<file path="src/rtl/acmp_pkg.sv">
package acmp_pkg;

   typedef enum logic [1:0] {
      EV_TOGGLE = 2'b00,
      EV_RSVD   = 2'b01,
      EV_FALL   = 2'b10,
      EV_RISE   = 2'b11
   } ev_mode_e;

   // register field positions
   localparam int unsigned BIT_REF     = 0;
   localparam int unsigned BIT_CAP     = 1;
   localparam int unsigned BIT_IE      = 2;
   localparam int unsigned BIT_MODE_LO = 3;
   localparam int unsigned BIT_MODE_HI = 4;
   localparam int unsigned BIT_FLAG    = 5;
   localparam int unsigned BIT_OUT     = 6;
   localparam int unsigned MIN_REG_W   = BIT_OUT + 1;

   typedef struct packed {
      ev_mode_e mode;
      logic     ie;
      logic     cap;
      logic     ref_int;
   } ctrl_t;

endpackage

</file>
<file path="src/rtl/acmp_sync.sv">
module acmp_sync #(
   parameter int unsigned STAGES = 2
) (
   input  logic clk,
   input  logic rst_n,
   input  logic async_i,
   output logic sync_o
);

   logic [STAGES-1:0] chain_q;

   always_ff @(posedge clk or negedge rst_n) begin
      if (!rst_n) chain_q <= '0;
      else        chain_q <= {chain_q[STAGES-2:0], async_i};
   end

   assign sync_o = chain_q[STAGES-1];

endmodule

</file>
<file path="src/rtl/acmp_edge.sv">
module acmp_edge
   import acmp_pkg::*;
#(
   parameter int unsigned SETTLE = 3
) (
   input  logic     clk,
   input  logic     rst_n,
   input  logic     sync_i,
   input  ev_mode_e mode_i,
   output logic     event_o
);

   localparam int unsigned CW = $clog2(SETTLE + 1);
   localparam logic [CW-1:0] SETTLE_END = SETTLE[CW-1:0];

   logic [CW-1:0] settle_q;
   logic          prev_q;
   logic          armed;
   logic          rise, fall, hit;

   assign armed = (settle_q == SETTLE_END);

   // the previous level tracks the synchronizer every cycle; events stay
   // masked until the chain and the previous level both hold post-reset data
   always_ff @(posedge clk or negedge rst_n) begin
      if (!rst_n) begin
         settle_q <= '0;
         prev_q   <= 1'b0;
      end else begin
         prev_q <= sync_i;
         if (!armed) settle_q <= settle_q + 1'b1;
      end
   end

   assign rise = sync_i & ~prev_q;
   assign fall = ~sync_i & prev_q;

   always_comb begin
      unique case (mode_i)
         EV_TOGGLE: hit = rise | fall;
         EV_FALL:   hit = fall;
         EV_RISE:   hit = rise;
         default:   hit = 1'b0;
      endcase
   end

   assign event_o = armed & hit;

endmodule

</file>
<file path="src/rtl/acmp_regs.sv">
module acmp_regs
   import acmp_pkg::*;
#(
   parameter int unsigned REG_W = 8
) (
   input  logic             clk,
   input  logic             rst_n,
   input  logic             wr_en,
   input  logic [REG_W-1:0] wr_data,
   input  logic             ack_i,
   input  logic             event_i,
   input  logic             sync_i,
   output ctrl_t            ctrl_o,
   output logic             flag_o,
   output logic [REG_W-1:0] rd_data_o
);

   ctrl_t ctrl_q;
   logic  flag_q;
   logic  clr;
   logic  unused_wr_bits;

   assign unused_wr_bits = ^wr_data[REG_W-1:BIT_OUT];

   always_ff @(posedge clk or negedge rst_n) begin
      if (!rst_n) begin
         ctrl_q <= '{mode: EV_TOGGLE, ie: 1'b0, cap: 1'b0, ref_int: 1'b0};
      end else if (wr_en) begin
         ctrl_q.ref_int <= wr_data[BIT_REF];
         ctrl_q.cap     <= wr_data[BIT_CAP];
         ctrl_q.ie      <= wr_data[BIT_IE];
         ctrl_q.mode    <= ev_mode_e'(wr_data[BIT_MODE_HI:BIT_MODE_LO]);
      end
   end

   assign clr = ack_i | (wr_en & wr_data[BIT_FLAG]);

   // a new event outranks both clear sources
   always_ff @(posedge clk or negedge rst_n) begin
      if (!rst_n)       flag_q <= 1'b0;
      else if (event_i) flag_q <= 1'b1;
      else if (clr)     flag_q <= 1'b0;
   end

   always_comb begin
      rd_data_o                          = '0;
      rd_data_o[BIT_REF]                 = ctrl_q.ref_int;
      rd_data_o[BIT_CAP]                 = ctrl_q.cap;
      rd_data_o[BIT_IE]                  = ctrl_q.ie;
      rd_data_o[BIT_MODE_HI:BIT_MODE_LO] = ctrl_q.mode;
      rd_data_o[BIT_FLAG]                = flag_q;
      rd_data_o[BIT_OUT]                 = sync_i;
   end

   assign ctrl_o = ctrl_q;
   assign flag_o = flag_q;

endmodule

</file>
<file path="src/rtl/acmp_ctrl.sv">
module acmp_ctrl
   import acmp_pkg::*;
#(
   parameter int unsigned REG_W         = 8,
   parameter int unsigned SYNC_STAGES   = 2,
   parameter bit          CAPTURE_ROUTE = 1'b1
) (
   input  logic             clk,
   input  logic             rst_n,
   input  logic             cmp_raw,
   input  logic             wr_en,
   input  logic [REG_W-1:0] wr_data,
   output logic [REG_W-1:0] rd_data,
   input  logic             gie,
   input  logic             irq_ack,
   output logic             irq_req,
   output logic             ref_sel,
   output logic             cap_trig
);

   localparam int unsigned SETTLE = SYNC_STAGES + 1;

   generate
      if (REG_W < MIN_REG_W) begin : g_bad_width
         $error("acmp_ctrl: REG_W too small for the register layout");
      end
      if (SYNC_STAGES < 2) begin : g_bad_sync
         $error("acmp_ctrl: SYNC_STAGES must be at least 2");
      end
   endgenerate

   logic  cmp_sync;
   logic  ev;
   logic  flag;
   ctrl_t ctrl;

   acmp_sync #(.STAGES(SYNC_STAGES)) u_sync (
      .clk     (clk),
      .rst_n   (rst_n),
      .async_i (cmp_raw),
      .sync_o  (cmp_sync)
   );

   acmp_edge #(.SETTLE(SETTLE)) u_edge (
      .clk     (clk),
      .rst_n   (rst_n),
      .sync_i  (cmp_sync),
      .mode_i  (ctrl.mode),
      .event_o (ev)
   );

   acmp_regs #(.REG_W(REG_W)) u_regs (
      .clk       (clk),
      .rst_n     (rst_n),
      .wr_en     (wr_en),
      .wr_data   (wr_data),
      .ack_i     (irq_ack),
      .event_i   (ev),
      .sync_i    (cmp_sync),
      .ctrl_o    (ctrl),
      .flag_o    (flag),
      .rd_data_o (rd_data)
   );

   assign irq_req = flag & ctrl.ie & gie;
   assign ref_sel = ctrl.ref_int;

   generate
      if (CAPTURE_ROUTE) begin : g_cap
         assign cap_trig = ctrl.cap & cmp_sync;
      end else begin : g_nocap
         assign cap_trig = 1'b0;
      end
   endgenerate

endmodule

</file>
<file path="config.mk">
export PLATFORM = sky130hd
export DESIGN_NAME = acmp_ctrl
export DESIGN_NICKNAME = d
export VERILOG_FILES = /design/src/rtl/acmp_pkg.sv /design/src/rtl/acmp_sync.sv /design/src/rtl/acmp_edge.sv /design/src/rtl/acmp_regs.sv /design/src/rtl/acmp_ctrl.sv
export SDC_FILE = /design/constraint.sdc
export NUM_CORES = 1
export LEC_CHECK = 0
export BUFFER_PORTS_ARGS = -buffer_cell sky130_fd_sc_hd__buf_2
export CAP_MARGIN = 10
export CELL_PAD_IN_SITES_DETAIL_PLACEMENT = 0
export CELL_PAD_IN_SITES_GLOBAL_PLACEMENT = 2
export CORE_AREA = 4 4 63 48
export CTS_CLUSTER_DIAMETER = 150
export CTS_CLUSTER_SIZE = 25
export DETAILED_ROUTE_END_ITERATION = 8
export DIE_AREA = 0 0 67 52
export PLACE_DENSITY_LB_ADDON = 0.1
export SETUP_SLACK_MARGIN = 0.05
export SLEW_MARGIN = 20
export SYNTH_ARGS = -nofsm -noshare
export SYNTH_HDL_FRONTEND = slang
export SYNTH_HIERARCHICAL = 1
export SYNTH_SLANG_ARGS = --single-unit
</file>
<file path="constraint.sdc">
create_clock -name clk -period 1.44 [get_ports clk]
set_clock_uncertainty 0.15 [all_clocks]
set_input_delay 0.432 -clock clk [delete_from_list [all_inputs] [get_ports clk]]
set_output_delay 0.432 -clock clk [all_outputs]
set_load 0.05 [all_outputs]
</file>
* After elaboration in Yosys (flattened, before gate mapping)
Cells that the tools add are included.
** Operators by class
- Order comparisons :: 0
- Add/sub/neg operators :: 1
- Divide/modulo/power cells :: 0
- Shift-type cells :: 0
- Multiply operators :: 0
- Eq/ne operators :: 3
- Bitwise logic cells :: 11
- Reduce and logical (&&, ||, !) cells :: 2
- Muxes and demuxes :: 3
** Operators by type and width (count)
- $and A1 B1 Y1 :: 7
- $eq A2 B2 Y1 const B :: 3
- $pmux W1 S3 :: 1
- $add A2 B1 Y2 const B :: 1
- $logic_not A2 Y1 :: 1
- $mux W1 :: 2
- $not A1 Y1 :: 2
- $or A1 B1 Y1 :: 2
- $reduce_bool A2 Y1 :: 1
** Word-level totals
- Input bits :: 14
- Output and inout port bits :: 11
- Latch bits :: 0
- Memories :: 0
- Flip-flop bits (word level) :: 11
- Memory bits (writable) :: 0
- Word-level logic and storage cells :: 28
- Memory bits (read-only) :: 0

* Logic depth before layout (Yosys ltp)
Gate-level depths: netlist (run 1).
- Depth after elaboration :: 6
- Depth in mapped cells :: 5

* Modules after synthesis
The synthesis (run 1) kept the hierarchy.
** By module, submodules not included
- acmp_regs :: area an instance 316.6 µm², cells an instance 24, instances 1, sequential area each 150.1 µm²
- acmp_edge :: area an instance 176.4 µm², cells an instance 14, instances 1, sequential area each 75.1 µm²
- acmp_sync :: area an instance 50.0 µm², cells an instance 2, instances 1, sequential area each 50.0 µm²
- acmp_ctrl :: area an instance 12.5 µm², cells an instance 2, instances 1, sequential area each 0.0 µm²

* Least setup slack after synthesis (run 1)
OpenSTA, ideal clock, no wires.
- Path type :: register to output
- From :: register u_regs.ctrl_q (netlist bit u_regs/ctrl_o[0])
- To :: output rd_data[0]
- Arrival time :: 0.904 ns
- Data required time :: 0.858 ns
- Path slack :: -0.046 ns
- Buffers on the path :: 1
- Cell stages (with the launch flop) :: 2
- Cell sequence :: dfrtp_1 > buf_4
** RTL lines
- from (decl) :: RTL line acmp_regs.sv:18 : ctrl_t ctrl_q;
- from (signal assigned) :: RTL line acmp_regs.sv:27 : ctrl_q <= '{mode: EV_TOGGLE, ie: 1'b0, cap: 1'b0, ref_int: 1'b0};
- to (decl) :: RTL line acmp_ctrl.sv:13 : output logic [REG_W-1:0] rd_data,
No word-level cell between the ends.

* Final worst setup path (run 1)
- From :: register u_regs.flag_q (netlist: u_regs/flag_o)
- To :: output irq_req
** Between the ends
- Word-level cells in the longest chain between the ends :: 2
** Ends and longest elaborated chain
- from (decl) :: RTL line acmp_regs.sv:19 : logic flag_q;
- from (signal assigned) :: RTL line acmp_regs.sv:40 : if (!rst_n) flag_q <= 1'b0;
- from (signal assigned) :: RTL line acmp_regs.sv:41 : else if (event_i) flag_q <= 1'b1;
- from (signal assigned) :: RTL line acmp_regs.sv:42 : else if (clr) flag_q <= 1'b0;
- $and A1 B1 Y1 (2 in series) :: RTL line acmp_ctrl.sv:65 : assign irq_req = flag & ctrl.ie & gie;
- to (decl) :: RTL line acmp_ctrl.sv:16 : output logic irq_req,
Every way passes these cells.

==> summary.txt, run 1 <==
Die
  – Initial Util: 23.3%
  – Die Area: 3480 um2
  – Core Box Area: 2380 um2
  – Die width: 67 um
  – Top Ports: 25
  – Cell Rows: 15
  – Die height: 52 um

STA
  – Fmax: around 650 MHz
  – Sum Neg Setup Slack: -0.513 ns
  – Worst Setup Slack, final: -0.110 ns
  – RSZ-0062 raised after global routing: yes
  – Fin crit share: 108%
  – Final Critical Period: between 1.5 and 2 ns
  – Final hold vios: 0
  – Final setup violation count: 6
  – Total count of max-transition violations in the final report: 0
  – WHS: 0.118 ns

Synthesis
  – Async S/R FF share, synth: 100%
  – Netlist cell types: 16
  – Number of flops mapped to enable cells by yosys: 0
  – Most used DFF post-synth: dfrtp_1
  – Post-Syn Instances: 42
  – Synth cell count leaders: dfrtp_1, buf_4, mux2_4, inv_1, ha_1
  – Syn_area_per_cell: ~13 um2
  – Synth Cell Area: between 500 and 600 um2
  – Syn Nets: 59
  – Ranking of synthesized cells by area: dfrtp_1, mux2_4, buf_4
  – Synth Register Bits: 11
  – Most numerous cell in the Yosys netlist: dfrtp_1
  – Sequential area share after synthesis: about half
  – Synth top area share: 49.5%
  – Synth Warn #: 6
  – Synth area leader: dfrtp_1

Status
  – Status: finished, violations left
  – Failing checks: negative setup slack

Finish
  – Final Non-Filler Cells: 101
  – Nets: 85
  – N_diodes: 0
  – Fraction of layout cells with a size suffix above 1: roughly 66%
  – Area grow syn2layout: 47.5%
  – Design area: 820 um2

Critical path
  – Startpoint class of the critical path: flip-flop
  – Crit Path Class: reg -> out
  – Cell breakdown of the critical path: and3_4 -> buf_8
  – Max incr delay on CP: 0.39 ns
  – Critical path peak fanout: 2
  – Critical Path RT: approximately 0.86 ns
  – Crit path DAT: about 0.97 ns
  – CP Capture Type: output port
  – Slowest cell on the critical path: dfrtp_1

Placement
  – Dpl cells: between 80 and 90
  – Dpl ws: -0.0589 ns
  – Dpl hpwl: 777 um
  – Placed Area: 634 um2
  – Final estimated routing congestion in global placement: 0.594
  – IO Port Bufs: 21

Clock network
  – Number of H-tree levels: 1
  – Worst-Skew Late Latency: 0.26 ns
  – Clock sink count: 11
  – Num CTS Buffers: 3
  – CTS tree: built
  – CTS max path bufs: 2
  – Clk pin slew, worst setup/hold paths: 0.07 ns
  – Root Buffer: clkbuf_4

Drt
  – Via Count: 355
  – Pre-antenna DRT Iters: 2
  – # DRC: 0
  – Vias per inst: ~3.5
  – Initial DRC count: 2
  – Final wirelength: 1.09 mm
  – Routed Antenna Nets: 0
  – DR WL/cell: 10.7 um

Global routing
  – Largest net degree at the start of global routing: 12
  – Total GRT Usage: about 6.9%
  – Global route total overflow: 0
  – Vias in the first global route: 375
  – Antenna violations before repair: 0
  – First-pass GRT wire length: 1.64 mm

Power and ir drop
  – Leakage: 0.408 nW
  – Maximum vdd drop: between 300 and 400 uV
  – Pwr/cell area: 1040 nW/um2

Job
  – Max_cap viols: 0

Min path
  – Worst Hold Class: in -> reg
[cell families (layout without fill, tap and decap cells)]
logic type / after synthesis / in the layout / synth area share [%]
muxes: 7 / 7 / 17.3
adders and majority gates: 3 / 3 / 6.76
buffers and inverters: 13 / 38 / 15.5
and+or+nand+nor: 3 / 3 / 2.93
other: 1 / 1 / 0.675
AOI/OAI and AO/OA: 3 / 3 / 5.63
DFF: 11 / 11 / 49.5
xor gates and xnor gates: 1 / 1 / 1.58
[cell usage in the layout (no fill, tap or decap), types with 3 or more instances in the layout]
cell type and instances:
buf_2 11, buf_6 10, clkbuf_4 3, mux2_4 5
dfrtp_1 10, inv_1 3, buf_4 7
[worst max-delay path, delay by kind of cell (launching register included)]
kind	cells	cell delay, ns
flip-flops	1	0.39
buffers and inverters	1	0.14
AND/OR/NAND/NOR	1	0.17
[registers in the layout (all words and copies together), names as in the netlist]
signal	count
u_edge/prev_q	1
u_regs/ctrl_o	5
u_edge/settle_q	2
u_regs/flag_o	1
u_sync/chain_q	2
[power by group]
group          total, mW  switching, mW  internal [mW]
Sequential         0.350         0.0171          0.333
Clock              0.202         0.0953          0.107
Combinational      0.297          0.163          0.134
Total              0.850          0.275          0.574
[per-layer routing]
layer / vias to the layer above / GRT usage (%) / wire length (um)
li1: 179 / - / -
met1: 162 / 7.11 / 460
met2: 14 / 11.4 / 510
met3: 0 / 4.54 / 114
met4: 0 / 2.02 / 0
met5: - / 0 / 0
[path summary, 6_finish.rpt]
path	endpoint	depth (start not counted)	slack, ns	startpoint
setup reg to reg	u_regs/flag_o	7	-0.07	u_sync/chain_q[1]
max in group asynchronous	u_regs/ctrl_o[0]	2	0.51	rst_n
setup / recovery	irq_req	2	-0.11	u_regs/flag_o
hold reg to reg	u_sync/chain_q[1]	0	0.20	u_sync/chain_q[0]
hold / removal	u_sync/chain_q[0]	1	0.12	cmp_raw
min in group asynchronous	u_regs/ctrl_o[2]	2	0.41	rst_n
[stage by stage]
stage	total power, mW	utilization (%)
3_5_place_dp	0.573	26.6
4_1_cts	0.861	33.8
6_report	0.850	34.4
2_1_floorplan	0.549	-
3_3_place_gp	0.573	26.6
5_1_grt	0.903	34.4
[what timing repair did]
item / in CTS / in global routing
hold endpoints to repair: 11 / 0
hold buffers: 1 / 0
gates resized for setup: 26 / 0
setup endpoints to repair: 11 / 11
pin swaps: 3 / 0
setup buffers: 6 / 2
[cell type report]
class	instances	area, um2
fillers	258	1560
flip-flops and latches	11	277
repair buffers	30	245
multi-input cells	18	214
well taps	34	42.5
clock buffers	4	26.3
inverters	4	15.0
Note: power is estimated with default switching activity, not from simulation.
==> inputs of run 2 (changes only) <==
REMOVE_ABC_BUFFERS = 1   (was not set)
==> summary.txt, run 2 (same netlist as run 1, synthesis figures left out) <==
Critical path
  – Critical Path RT: 0.86 ns
  – Max incr delay on CP: between 0.4 and 0.5 ns
  – Critical path peak fanout: 3
  – Slowest cell on the critical path: dfrtp_1
  – CP Capture Type: output port
  – Buf/Inv on CP: 1
  – Crit path DAT: 1.00 ns
  – CP delay by family, top: flip-flops
  – Crit Path Class: reg -> out
  – Cell breakdown of the critical path: and3_4 -> buf_8
  – Startpoint class of the critical path: flip-flop

STA
  – Fmax: 632 MHz
  – RSZ-0062 raised after global routing: yes
  – Sum Neg Setup Slack: -0.680 ns
  – Final setup violation count: 7
  – Fin crit share: 110%
  – Worst Setup Slack, final: -0.142 ns
  – Total count of max-transition violations in the final report: 0
  – Final Critical Period: 1.58 ns
  – Final hold vios: 0

Drt
  – Initial DRC count: 2
  – Final wirelength: roughly 1.1 mm
  – # DRC: 0
  – Vias per inst: 3.64
  – DR WL/cell: 10.9 um
  – Via Count: 368
  – Routed Antenna Nets: 0
  – Pre-antenna DRT Iters: 2

Die
  – Top Ports: 25
  – Core Box Area: 2380 um2
  – Cell Rows: 15
  – Initial Util: a little under a quarter
  – Die width: ~67 um
  – Die Area: ~3500 um2
  – Die height: 52 um

Finish
  – Commonest non-fill, non-tap cells in the layout: buf_2, dfrtp_1, buf_6
  – Final Non-Filler Cells: 101
  – Max reg flops: 5
  – Area grow syn2layout: 54.1%
  – Commonest non-fill, non-tap cell in the layout: buf_2
  – Register area: 277 um2
  – Area of the multi-input gates: 214 um2
  – N_diodes: 0
  – Fillcell total: 258
  – Fraction of layout cells with a size suffix above 1: 65.7%
  – Nets: 85

Placement
  – Dpl hpwl: 799 um
  – Final estimated routing congestion in global placement: roughly 0.65
  – Dpl cells: 88
  – IO Port Bufs: 21

Clock network
  – Clock sink count: 11
  – Worst-Skew Late Latency: 0.26 ns
  – CTS max path bufs: 2
  – Root Buffer: clkbuf_4
  – Number of H-tree levels: 1
  – Num CTS Buffers: 3
  – CTS tree: built
  – Clk pin slew, worst setup/hold paths: 0.07 ns

Job
  – Max_cap viols: 0

Status
  – Status: finished, violations left
  – Failing checks: negative setup slack

Power and ir drop
  – Maximum vdd drop: approximately 400 uV
  – Power Total: 887 uW
  – Leakage: ~0.42 nW
  – Pwr/cell area: 1040 nW/um2

Global routing
  – First-pass GRT wire length: 1.99 mm
  – Vias in the first global route: 420
  – Total GRT Usage: 8.06%
  – Antenna violations before repair: 0
  – Global route total overflow: 0
  – Largest net degree at the start of global routing: 12

Min path
  – Worst Hold Class: in -> reg
run 2: cell count changes in the layout (fill, tap and decap cells not counted):
cell	change
buf_6	-3
buf_8	+3
buf_12	+2
buf_4	-2
and2_1	-1
and2_4	+1
ha_1	+1
ha_2	-1
run 2: what timing repair did:
action	CTS	global route
pin swaps	3	0
hold buffers	1	0
buffers inserted	5	3
resized for setup	27	6
hold endpoints to repair	11	0
endpoints found under the setup margin	11	11
run 2: final cells by class:
class                           count  share of cell area (%)
Clock buffer                        4                    3.07
Inverter                            4                    1.75
Multi-Input combinational cell     18                    25.0
Sequential cell                    11                    32.3
Tap cell                           34                    4.97
Timing Repair Buffer               30                    32.9
run 2: routing by layer:
| layer | GRT usage [%] | vias to the layer above | share of wire, % |
|---|---|---|---|
| met2 | 12.1 | 11 | 48 |
| met1 | 9.27 | 180 | 45 |
| li1 | - | 177 | - |
| met5 | 0 | - | 0 |
| met4 | 3.03 | 0 | 0 |
| met3 | 4.97 | 0 | 6.7 |
run 2: stage by stage:
step	cell area, um2	worst slack [ns]	utilization [%]	hold slack (ns)
2_1_floorplan	484	-0.302	-	-0.0136
3_3_place_gp	632	-0.0449	26.5	0.176
3_5_place_dp	632	-0.0378	26.5	0.174
4_1_cts	810	-0.169	34.0	0.102
5_1_grt	856	-0.198	35.9	0.105
6_report	856	-0.142	35.9	0.120
run 2: worst paths after layout:
kind / slack (ns) / from / endpoint / cells after the start
max: -0.14 / u_regs/flag_o / irq_req / 2
min: 0.12 / cmp_raw / u_sync/chain_q[0] / 1
max reg2reg: -0.04 / u_sync/chain_q[1] / u_regs/flag_o / 6
min reg2reg: 0.20 / u_sync/chain_q[0] / u_sync/chain_q[1] / 0
max in group asynchronous: 0.49 / rst_n / u_sync/chain_q[1] / 2
min in group asynchronous: 0.43 / rst_n / u_regs/ctrl_o[2] / 2
run 2: power breakdown:
part | switching, mW | leakage [nW] | internal [mW]
clock network | 0.102 | 0.0150 | 0.107
logic | 0.166 | 0.288 | 0.159
registers | 0.0209 | 0.122 | 0.333
total | 0.289 | 0.425 | 0.599
